### src/rtl/pow2_acc_pkg.sv
package pow2_acc_pkg;

  // Control that travels beside the data through every pipeline stage.
  typedef struct packed {
    logic vld;
    logic first;
    logic last;
  } ctl_t;

  // Shift level of a nonzero sub-index code within its own sub-codebook.
  function automatic int unsigned code_level(int unsigned code);
    return (code - 1) >> 1;
  endfunction

  // Even nonzero codes select the negated term.
  function automatic logic code_negative(int unsigned code);
    return ((code % 2) == 0);
  endfunction

endpackage

### src/rtl/pow2_rst_sync.sv
module pow2_rst_sync (
  input  logic clk_i,
  input  logic arst_ni,
  output logic rst_no
);

  logic [1:0] sync_q;
  logic [1:0] sync_d;

  always_comb begin
    sync_d = {sync_q[0], 1'b1};
  end

  always_ff @(posedge clk_i or negedge arst_ni) begin
    if (!arst_ni) begin
      sync_q <= 2'b00;
    end else begin
      sync_q <= sync_d;
    end
  end

  assign rst_no = sync_q[1];

endmodule

### src/rtl/pow2_term_pick.sv
module pow2_term_pick
  import pow2_acc_pkg::*;
#(
  parameter int unsigned N_SUB  = 2,
  parameter int unsigned IDX_W  = 3,
  parameter int unsigned TERM_W = 8,
  parameter int unsigned NSHIFT = 5,
  parameter int unsigned SEL_W  = TERM_W + 1
) (
  input  logic [N_SUB*IDX_W-1:0]   idx_i,
  input  logic [NSHIFT*TERM_W-1:0] terms_i,
  output logic signed [SEL_W-1:0]  sel_o [N_SUB]
);

  for (genvar n = 0; n < N_SUB; n++) begin : g_sub
    logic [IDX_W-1:0]        code;
    logic signed [SEL_W-1:0] mag;
    int unsigned             want;

    assign code = idx_i[n*IDX_W +: IDX_W];

    always_comb begin
      want = code_level(32'(code)) + 32'(n);
      mag  = '0;
      for (int k = 0; k < int'(NSHIFT); k++) begin
        if ((code != '0) && (want == 32'(k))) begin
          mag = SEL_W'(signed'(terms_i[k*TERM_W +: TERM_W]));
        end
      end
    end

    always_comb begin
      if ((code != '0) && code_negative(32'(code))) begin
        sel_o[n] = -mag;
      end else begin
        sel_o[n] = mag;
      end
    end
  end

endmodule

### src/rtl/pow2_add_tree.sv
module pow2_add_tree
  import pow2_acc_pkg::*;
#(
  parameter int unsigned IN_W  = 9,
  parameter int unsigned DEPTH = 3,
  localparam int unsigned NPAD  = 2 ** DEPTH,
  localparam int unsigned OUT_W = IN_W + DEPTH
) (
  input  logic                    clk_i,
  input  logic                    rst_ni,
  input  logic signed [IN_W-1:0]  leaf_i [NPAD],
  input  ctl_t                    ctl_i,
  output logic signed [OUT_W-1:0] sum_o,
  output ctl_t                    ctl_o
);

  // Heap layout: node i (1..NPAD-1) lives at index i-1, children 2i and 2i+1.
  logic signed [OUT_W-1:0] heap_q [NPAD-1];
  logic signed [OUT_W-1:0] heap_d [NPAD-1];
  ctl_t                    ctl_q  [DEPTH];
  ctl_t                    ctl_d  [DEPTH];
  logic [DEPTH-1:0]        stage_en;

  always_comb begin
    stage_en[0] = ctl_i.vld;
    for (int s = 1; s < int'(DEPTH); s++) begin
      stage_en[s] = ctl_q[s-1].vld;
    end
    ctl_d[0] = ctl_i;
    for (int s = 1; s < int'(DEPTH); s++) begin
      ctl_d[s] = ctl_q[s-1];
    end
  end

  for (genvar i = 1; i < NPAD; i++) begin : g_node
    localparam int unsigned STAGE = DEPTH - $clog2(i + 1) + 1;
    logic signed [OUT_W-1:0] lhs;
    logic signed [OUT_W-1:0] rhs;

    if (2 * i >= NPAD) begin : g_leaf
      assign lhs = OUT_W'(leaf_i[2*i-NPAD]);
      assign rhs = OUT_W'(leaf_i[2*i+1-NPAD]);
    end else begin : g_inner
      assign lhs = heap_q[2*i-1];
      assign rhs = heap_q[2*i];
    end

    assign heap_d[i-1] = stage_en[STAGE-1] ? (lhs + rhs) : heap_q[i-1];
  end

  always_ff @(posedge clk_i or negedge rst_ni) begin
    if (!rst_ni) begin
      for (int i = 0; i < int'(NPAD) - 1; i++) begin
        heap_q[i] <= '0;
      end
      for (int s = 0; s < int'(DEPTH); s++) begin
        ctl_q[s] <= '0;
      end
    end else begin
      for (int i = 0; i < int'(NPAD) - 1; i++) begin
        heap_q[i] <= heap_d[i];
      end
      for (int s = 0; s < int'(DEPTH); s++) begin
        ctl_q[s] <= ctl_d[s];
      end
    end
  end

  assign sum_o = heap_q[0];
  assign ctl_o = ctl_q[DEPTH-1];

endmodule

### src/rtl/pow2_term_accum.sv
module pow2_term_accum
  import pow2_acc_pkg::*;
#(
  parameter int unsigned N_SUB      = 2,
  parameter int unsigned IDX_W      = 3,
  parameter int unsigned C_PAR      = 4,
  parameter int unsigned TERM_W     = 8,
  parameter int unsigned MAX_GROUPS = 16,
  localparam int unsigned NSHIFT = 2 ** (IDX_W - 1) + N_SUB - 1,
  localparam int unsigned NLEAF  = C_PAR * N_SUB,
  localparam int unsigned DEPTH  = $clog2(NLEAF),
  localparam int unsigned NPAD   = 2 ** DEPTH,
  localparam int unsigned SEL_W  = TERM_W + 1,
  localparam int unsigned TREE_W = SEL_W + DEPTH,
  localparam int unsigned ACC_W  = TREE_W + $clog2(MAX_GROUPS) + 1,
  localparam int unsigned WGT_W  = C_PAR * N_SUB * IDX_W,
  localparam int unsigned TRM_W  = C_PAR * NSHIFT * TERM_W
) (
  input  logic                    clk_i,
  input  logic                    rst_ni,
  input  logic                    valid_i,
  input  logic                    start_i,
  input  logic                    last_i,
  input  logic [WGT_W-1:0]        wgt_idx_i,
  input  logic [TRM_W-1:0]        terms_i,
  output logic                    done_o,
  output logic signed [ACC_W-1:0] sum_o
);

  logic rst_sync_n;

  pow2_rst_sync i_rst_sync (
    .clk_i   (clk_i),
    .arst_ni (rst_ni),
    .rst_no  (rst_sync_n)
  );

  // Selection: one picker per channel, flattened as ch*N_SUB+n, padded to NPAD.
  logic signed [SEL_W-1:0] pick_sel [NPAD];

  for (genvar ch = 0; ch < C_PAR; ch++) begin : g_chan
    logic signed [SEL_W-1:0] ch_sel [N_SUB];

    pow2_term_pick #(
      .N_SUB  (N_SUB),
      .IDX_W  (IDX_W),
      .TERM_W (TERM_W),
      .NSHIFT (NSHIFT),
      .SEL_W  (SEL_W)
    ) i_pick (
      .idx_i   (wgt_idx_i[ch*N_SUB*IDX_W +: N_SUB*IDX_W]),
      .terms_i (terms_i[ch*NSHIFT*TERM_W +: NSHIFT*TERM_W]),
      .sel_o   (ch_sel)
    );

    for (genvar n = 0; n < N_SUB; n++) begin : g_flat
      assign pick_sel[ch*N_SUB+n] = ch_sel[n];
    end
  end

  for (genvar p = NLEAF; p < NPAD; p++) begin : g_pad
    assign pick_sel[p] = '0;
  end

  // Stage 1 registers: selected components and framing.
  logic signed [SEL_W-1:0] leaf_q [NPAD];
  logic signed [SEL_W-1:0] leaf_d [NPAD];
  ctl_t                    ctl1_q;
  ctl_t                    ctl1_d;

  always_comb begin
    ctl1_d.vld   = valid_i;
    ctl1_d.first = valid_i & start_i;
    ctl1_d.last  = valid_i & last_i;
    for (int i = 0; i < int'(NPAD); i++) begin
      leaf_d[i] = valid_i ? pick_sel[i] : leaf_q[i];
    end
  end

  always_ff @(posedge clk_i or negedge rst_sync_n) begin
    if (!rst_sync_n) begin
      ctl1_q <= '0;
      for (int i = 0; i < int'(NPAD); i++) begin
        leaf_q[i] <= '0;
      end
    end else begin
      ctl1_q <= ctl1_d;
      for (int i = 0; i < int'(NPAD); i++) begin
        leaf_q[i] <= leaf_d[i];
      end
    end
  end

  // Pipelined reduction across channels and fields.
  logic signed [TREE_W-1:0] tree_sum;
  ctl_t                     tree_ctl;

  pow2_add_tree #(
    .IN_W  (SEL_W),
    .DEPTH (DEPTH)
  ) i_tree (
    .clk_i  (clk_i),
    .rst_ni (rst_sync_n),
    .leaf_i (leaf_q),
    .ctl_i  (ctl1_q),
    .sum_o  (tree_sum),
    .ctl_o  (tree_ctl)
  );

  // Accumulation over groups and result hold.
  logic signed [ACC_W-1:0] acc_q;
  logic signed [ACC_W-1:0] acc_d;
  logic signed [ACC_W-1:0] res_q;
  logic signed [ACC_W-1:0] res_d;
  logic                    done_q;
  logic                    done_d;

  always_comb begin
    acc_d  = acc_q;
    res_d  = res_q;
    done_d = 1'b0;
    if (tree_ctl.vld) begin
      acc_d = (tree_ctl.first ? '0 : acc_q) + ACC_W'(tree_sum);
      if (tree_ctl.last) begin
        res_d  = acc_d;
        done_d = 1'b1;
      end
    end
  end

  always_ff @(posedge clk_i or negedge rst_sync_n) begin
    if (!rst_sync_n) begin
      acc_q  <= '0;
      res_q  <= '0;
      done_q <= 1'b0;
    end else begin
      acc_q  <= acc_d;
      res_q  <= res_d;
      done_q <= done_d;
    end
  end

  assign done_o = done_q;
  assign sum_o  = res_q;

endmodule

### config.mk
export PLATFORM = sky130hd
export DESIGN_NAME = pow2_term_accum
export DESIGN_NICKNAME = d
export VERILOG_FILES = /design/src/rtl/pow2_acc_pkg.sv /design/src/rtl/pow2_rst_sync.sv /design/src/rtl/pow2_term_pick.sv /design/src/rtl/pow2_add_tree.sv /design/src/rtl/pow2_term_accum.sv
export SDC_FILE = /design/constraint.sdc
export NUM_CORES = 1
export LEC_CHECK = 0
export BUFFER_PORTS_ARGS = -buffer_cell sky130_fd_sc_hd__buf_2
export CORE_MARGIN = 10
export CORE_UTILIZATION = 45
export DETAILED_ROUTE_END_ITERATION = 6
export PLACE_DENSITY = 0.72
export REMOVE_ABC_BUFFERS = 1
export SYNTH_ARGS = -nofsm -noshare
export SYNTH_HDL_FRONTEND = slang
export SYNTH_SLANG_ARGS = --single-unit
### constraint.sdc
create_clock -name clk_i -period 7.82 [get_ports clk_i]
set_input_delay 0 -clock clk_i [delete_from_list [all_inputs] [get_ports clk_i]]
set_output_delay 0 -clock clk_i [all_outputs]
set_load 0.005 [all_outputs]
# Word-level counts from Yosys, hierarchy flattened
# Index checks and enable logic that the tools add are counted.
# Widths: inputs -> output; s select.
[word_totals]
out_inout_bits = 18
ff_bits = 205
[classes]
addsub = 28
muxes = 51
n_reduce_logical = 73
bitwise_logic = 2
n_eq_ne = 32
[ops]
columns = ["op", "count"]
rows = [
  ["$logic_not 32->1", 16],
  ["$mux 9", 48],
  ["$eq 32x2->1 const B", 8],
  ["$eq 31x2->1 const B", 8],
  ["$add 31x1->32 const B", 4],
  ["$eq 32x1->1 const B", 4],
  ["$eq 32x3->1 const B", 4],
  ["$eq 31x1->1 const B", 4],
  ["$eq 31x3->1 const B", 4],
  ["$neg 9->9", 8],
  ["$logic_and 1x1->1", 48],
  ["$add 9x9->10", 4],
  ["$add 12x12->12", 3],
  ["$sub 3x1->4 const B", 8],
  ["$reduce_bool 3->1", 8],
  ["$add 17x17->17", 1],
  ["$mux 17", 1],
  ["$and 1x1->1", 2],
  ["$mux 1", 2],
  ["$reduce_and 2->1", 1],
]

# Longest topological paths before layout
[depth]
depth_word = 11
ltp_mapped = 18
mapped_depth_nobuf = 16

# By module
# Synthesis repeated with hierarchy kept, for this count alone.
[hier_totals]
hier_cells = 1810
area_unflattened_um2 = 16813.6
[modules_own_cells]
columns = ["mod", "area_per_inst_um2", "instances", "cells_per_inst"]
rows = [
  ["pow2_add_tree", 6258.5, 1, 661],
  ["pow2_term_accum", 5255.0, 1, 427],
  ["pow2_term_pick at g_chan[1].i_pick ...", 1251.2, 3, 170],
  ["pow2_term_pick at g_chan[0].i_pick", 1492.7, 1, 209],
  ["pow2_rst_sync", 53.8, 1, 3],
]

# Worst setup path after synthesis
# No wires, ideal clock.
[synth_timing]
path_type = "input-to-reg"
from = "input port wgt_idx_i[9]"
to = "register leaf_q[42] in the netlist's numbering"
arrival_ps = 3375
t_required_ps = 7695
cell_stages = 17
setup_slack_ps = 4320
setup_time_ps = 125
path_cell_list = "inv_1 ha_1 buf_6 clkbuf_1 xor2_1 nand3_1 ha_1 or4b_4 a2111oi_4 a22oi_1 o21ai_0 inv_1 ha_1 inv_1 o31ai_2 xnor2_1 mux2_2"
[synth_via]
elab_chain_cells = 11
elab_cells_between_ends = 22
cone_classes = "3 x add/sub; 4 x eq/ne; 6 x mux; 9 x reduce/logical"
[synth_lines]
columns = ["element", "line_no", "rtl"]
rows = [
  ["start, declared", "pow2_term_accum.sv:24", "input logic [WGT_W-1:0] wgt_idx_i,"],
  ["$sub 3x1->4", "pow2_acc_pkg.sv:12", "return (code - 1) >> 1;"],
  ["$add 31x1->32", "pow2_term_pick.sv:23", "want = code_level(32'(code)) + 32'(n);"],
  ["$logic_not 32->1", "pow2_term_pick.sv:26", "if ((code != '0) && (want == 32'(k))) begin"],
  ["$logic_and 1x1->1", "pow2_term_pick.sv:26", ""],
  ["$mux 9 (5 in series)", "pow2_term_pick.sv:26", ""],
  ["$neg 9->9", "pow2_term_pick.sv:34", "sel_o[n] = -mag;"],
  ["$mux 9 (*)", "pow2_term_pick.sv:33", "if ((code != '0) && code_negative(32'(code))) begin"],
  ["end signal, assigned by index", "pow2_term_accum.sv:89", "leaf_q[i] <= leaf_d[i];"],
  ["end, declared", "pow2_term_accum.sv:66", "logic signed [SEL_W-1:0] leaf_q [NPAD];"],
]
# Mark *: on every way between the ends. The rest lies on a longest branch, timed or not.
# A chain may end at the register's enable or synchronous reset.

# Worst setup path in the final report
# Ends and elaborated chain as after synthesis.

==> results <==
- The flow ran to the end, and the final reports show no timing, DRC or antenna violations.
- The maximum single-stage delay on the critical path is about 0.54 ns.
- The proportion of synthesized flip-flops having asynchronous set or reset is 100%.
- Pin placement for this block handled 207 I/O pins.
- TritonCTS built the clock tree.
- The synthesis-stage register bit count is 197.
- The global-route wire length before repair is about 64000 um.
- After detailed routing, the number of vias per cell comes to 5.59.
- The endpoint of the worst register-to-register path is sum_o[16].
- In this run the cell area of the synthesized design comes to 0.0154 mm2.
- The final estimated routing congestion in global placement is 0.966.
- The worst setup path is launched from an input pin.
- The tree is rooted in a clkbuf_16.
- Entering global routing, the biggest net connects 81 pins.
- The required time of the critical path is ~8.2 ns.
- The final critical delay including setup and external delays is 3.65 ns.
- The leakage component of the power is 8.05 nW.
- Buffers placed on the I/O ports in this run total 206.
- The average cell area after synthesis is about 9.5 um2.
- The wire-length estimate of the detail-placed layout is 30700 um.
- Detailed routing inserted a total of 12700 vias.
- The clock reaches the later pin of the worst-skew pair after 0.45 ns.
- The hold violation total from the final report was 0.
- The number of global-route vias before repair is 12900.
- The tree built by TritonCTS fans out to 197 sinks.
- The standard cell with the maximum stage delay on the critical path is a2111oi_4.
- The clock passes through at most 2 buffers.
- Setup violations remaining at the end of the flow were counted as 0.
- The worst hold path begins at terms_i[112].
- The number of cells on the worst reg-to-reg path is 12.
- The number of antenna violations at the first check in global routing came to 0.
- The Yosys step of the flow raised 0 warnings.
- The most numerous cell type found on the critical path is inv_1.
- The clock skew after layout is 0.0125 ns.
- Compared with the post-synthesis result, the final layout area differs by 13.6%.
- The path category of the worst min-delay check is input pin to flop.
- The peak supply drop is 0.172 mV.
- The die covers 0.0420 mm2.
- Of the available clock period, the critical path in the final layout requires 46.7%.
- The number of clock buffers added by TritonCTS is 17.
- The max-slew violation count is 0.
- Clock-pin slew was measured on the worst setup and hold paths at 0.07 ns.
- The launching element of the worst setup path is wgt_idx_i[9].
- For this run, the register share of the synthesized area comes to 32.0%.
- The source of the worst register-to-register timing path is i_tree.ctl_o[1].
- The critical path ends at leaf_q[42].
- In this run the remaining antenna-violating nets after routing total 0.
- The sum of overflow across all layers after global routing is 0.
- Cells with a size suffix above 1 make up 22.6% of the layout.
- Global routing used 18.2% of the available tracks.
- STA classifies the critical path endpoint as a flop.
- The final worst hold slack is 0.0363 ns.
- For this run, the top clock speed supported by timing is 274 MHz.
- The first-iteration detailed-routing DRC count is approximately 630.
- The floorplan row count is 67.
- The register-to-register setup slack is 4.51 ns.
- Synthesis produced 1617 cells.
- The sum of negative setup slack is 0 ns.
- Setup repair after global routing left no endpoint under its margin.
- The commonest register cell after synthesis is dfrtp_1.
- The max-capacitance violation count is 0.
- Dividing the detail-routed wire length by the instance count gives 16.9 um.
- The remaining design rule violation count is 0.
- In this run the power density over the cells is 317 mW/mm2.
- For the pin with the worst max-slew slack, the measured transition is 0.951 ns.
- Measured against its own limit, the worst slew margin works out to 36.6%.
- The die is between 200 and 250 um tall.
- The final antenna diode count is 0.
- The final layout contains 2123 nets.
- The sum of routed wire length over all layers is between 30000 and 40000 um.
- The depth of the CTS H-tree is 4.
- The signal on the critical path passes through buf_2 > inv_1 > ha_1 > inv_1 > nand3_1 > ha_1 > or4b_4 > a2111oi_4 > a22oi_1 > o21ai_0 > inv_1 > ha_1 > inv_1 > o31ai_2 > xnor2_1 > mux2_2.
- The floorplan step set the die width to 205 um.
- The count of cell types in the netlist is 94.
- The initial utilization of the core area, before any placement, comes to 45.8%.
- The maximum fanout encountered on the critical timing path is 15.
- The total setup buffers inserted after CTS is 0.
- The worst setup path is of the input pin to flop kind.
- The area of the core is approximately 0.034 mm2.
- STA puts the critical path data arrival time at 3.98 ns.
- For this run, the detailed router's first-pass iteration total came to 5.
- Counting flops with a built-in enable in the synthesized netlist gives 0.
[cells in the final DEF, fill, tap and decap left out, types with 14 or more instances in the layout]
master	netlist	final
a21boi_0	15	15
a21o_1	36	36
a21oi_1	99	99
a31oi_1	23	23
buf_2	4	205
clkbuf_16	0	17
dfrtp_1	197	196
ha_1	119	119
inv_1	124	124
mux2_2	96	96
mux2i_1	48	48
mux4_2	26	26
nand2_1	116	116
nand2b_1	18	18
nand3_1	27	27
nor2_1	107	107
nor2b_1	38	38
nor3_1	38	38
o21a_1	22	22
o21ai_0	84	84
o31ai_1	14	14
xnor2_1	66	66
xor2_1	28	28
[per-stage QoR]
step,cells,cell area [um2],power (mW),util [%],setup WS [ns]
after CTS,2268,17500,5.60,52.1,4.21
final,2268,17500,5.55,52.1,4.17
after floorplan,1564,15200,3.98,-,1.92
after detailed placement,2225,16800,4.71,50.0,3.75
after global routing,2268,17500,6.08,52.1,3.87
after global placement,2225,16800,4.58,50.0,3.92
[layer usage]
layer	GRT usage [%]	wire, um	part of all wire (%)	up-vias
met2	30.7	18500	48	279
met3	3.35	1770	4.6	31
met1	23.9	17600	46	6133
met4	3.78	430	1.1	0
li1	-	-	-	6231
met5	0	0	0	-
[worst max-delay path, delay by kind of cell]
kind	cells	cell delay, ns
buf+inv	5	0.80
mux	1	0.26
fa+ha+maj	3	1.06
compound gates	4	1.06
xor+xnor	1	0.15
simple gates	2	0.66
[state kept, by name, indices dropped and copies added (netlist names)]
name and flops:
i_tree.ctl_d 6, i_tree.g_node.rhs 32, i_tree.g_node.lhs 32, i_tree.sum_o 12, i_rst_sync.sync_q 2, ctl1_q 3, done_o 1, sum_o 17
i_tree.ctl_o 3, acc_q 17, leaf_q 72
[cell families (layout without fill, tap and decap cells)]
logic type	count (synthesis)	in the layout	synth area share (%)
compound gates	421	421	18.6
simple gates	418	418	13.6
flops	197	197	32.0
buf+inv	182	385	4.65
mux	175	175	14.8
fa+ha+maj	127	127	10.7
xor+xnor	96	96	5.70
other cells	1	1	0.0243
[cells in the mapped netlist, drive strengths merged (8+ instances only)]
cell type	instances	area [um2]
a21boi	15	113
a21o	36	270
a21oi	99	495
a22oi	12	90.1
a2bb2oi	8	76.3
a31oi	23	144
a32oi	13	121
and3	8	50.1
buf	21	110
clkbuf	32	121
dfrtp	197	4930
fa	8	160
ha	119	1490
inv	124	465
mux2	96	1080
mux2i	48	480
mux4	31	717
nand2	117	442
nand2b	18	113
nand3	27	135
nor2	108	408
nor2b	38	238
nor3	41	220
nor3b	9	67.6
o211ai	11	82.6
o21a	22	165
o21ai	98	517
o22ai	12	75.1
o31ai	17	143
or2	9	56.3
xnor2	66	578
xor2	30	300
[cell type report]
class                   count  area, um2
clock buffers              19        453
clock inverters            13        115
fillers                  3077      16100
inverters                 129        484
multi-input cells        1238       9760
flip-flops and latches    197       4930
well taps                 448        561
repair buffers            224       1200
[how the worst min path moves through the flow]
stage	to	slack (ns)	depth (start not counted)
final	leaf_q[18]	0.04	3
after CTS	leaf_q[8]	0.03	6
after detailed placement	i_rst_sync.sync_q[0]	-0.21	1
after global placement	i_rst_sync.sync_q[0]	-0.21	1
after floorplan	i_rst_sync.sync_q[0]	-0.30	0
after global routing	leaf_q[8]	0.06	6
[what timing repair did]
action	CTS	global route
hold endpoints to repair	16	0
hold buffers	11	0
resized for setup	0	0
[where the power goes]
part           internal [mW]  switching, mW
clock                  0.435          0.418
sequential              1.42          0.274
combinational           1.48           1.52
total                   3.34           2.21
(Power assumes the default switching activity.)
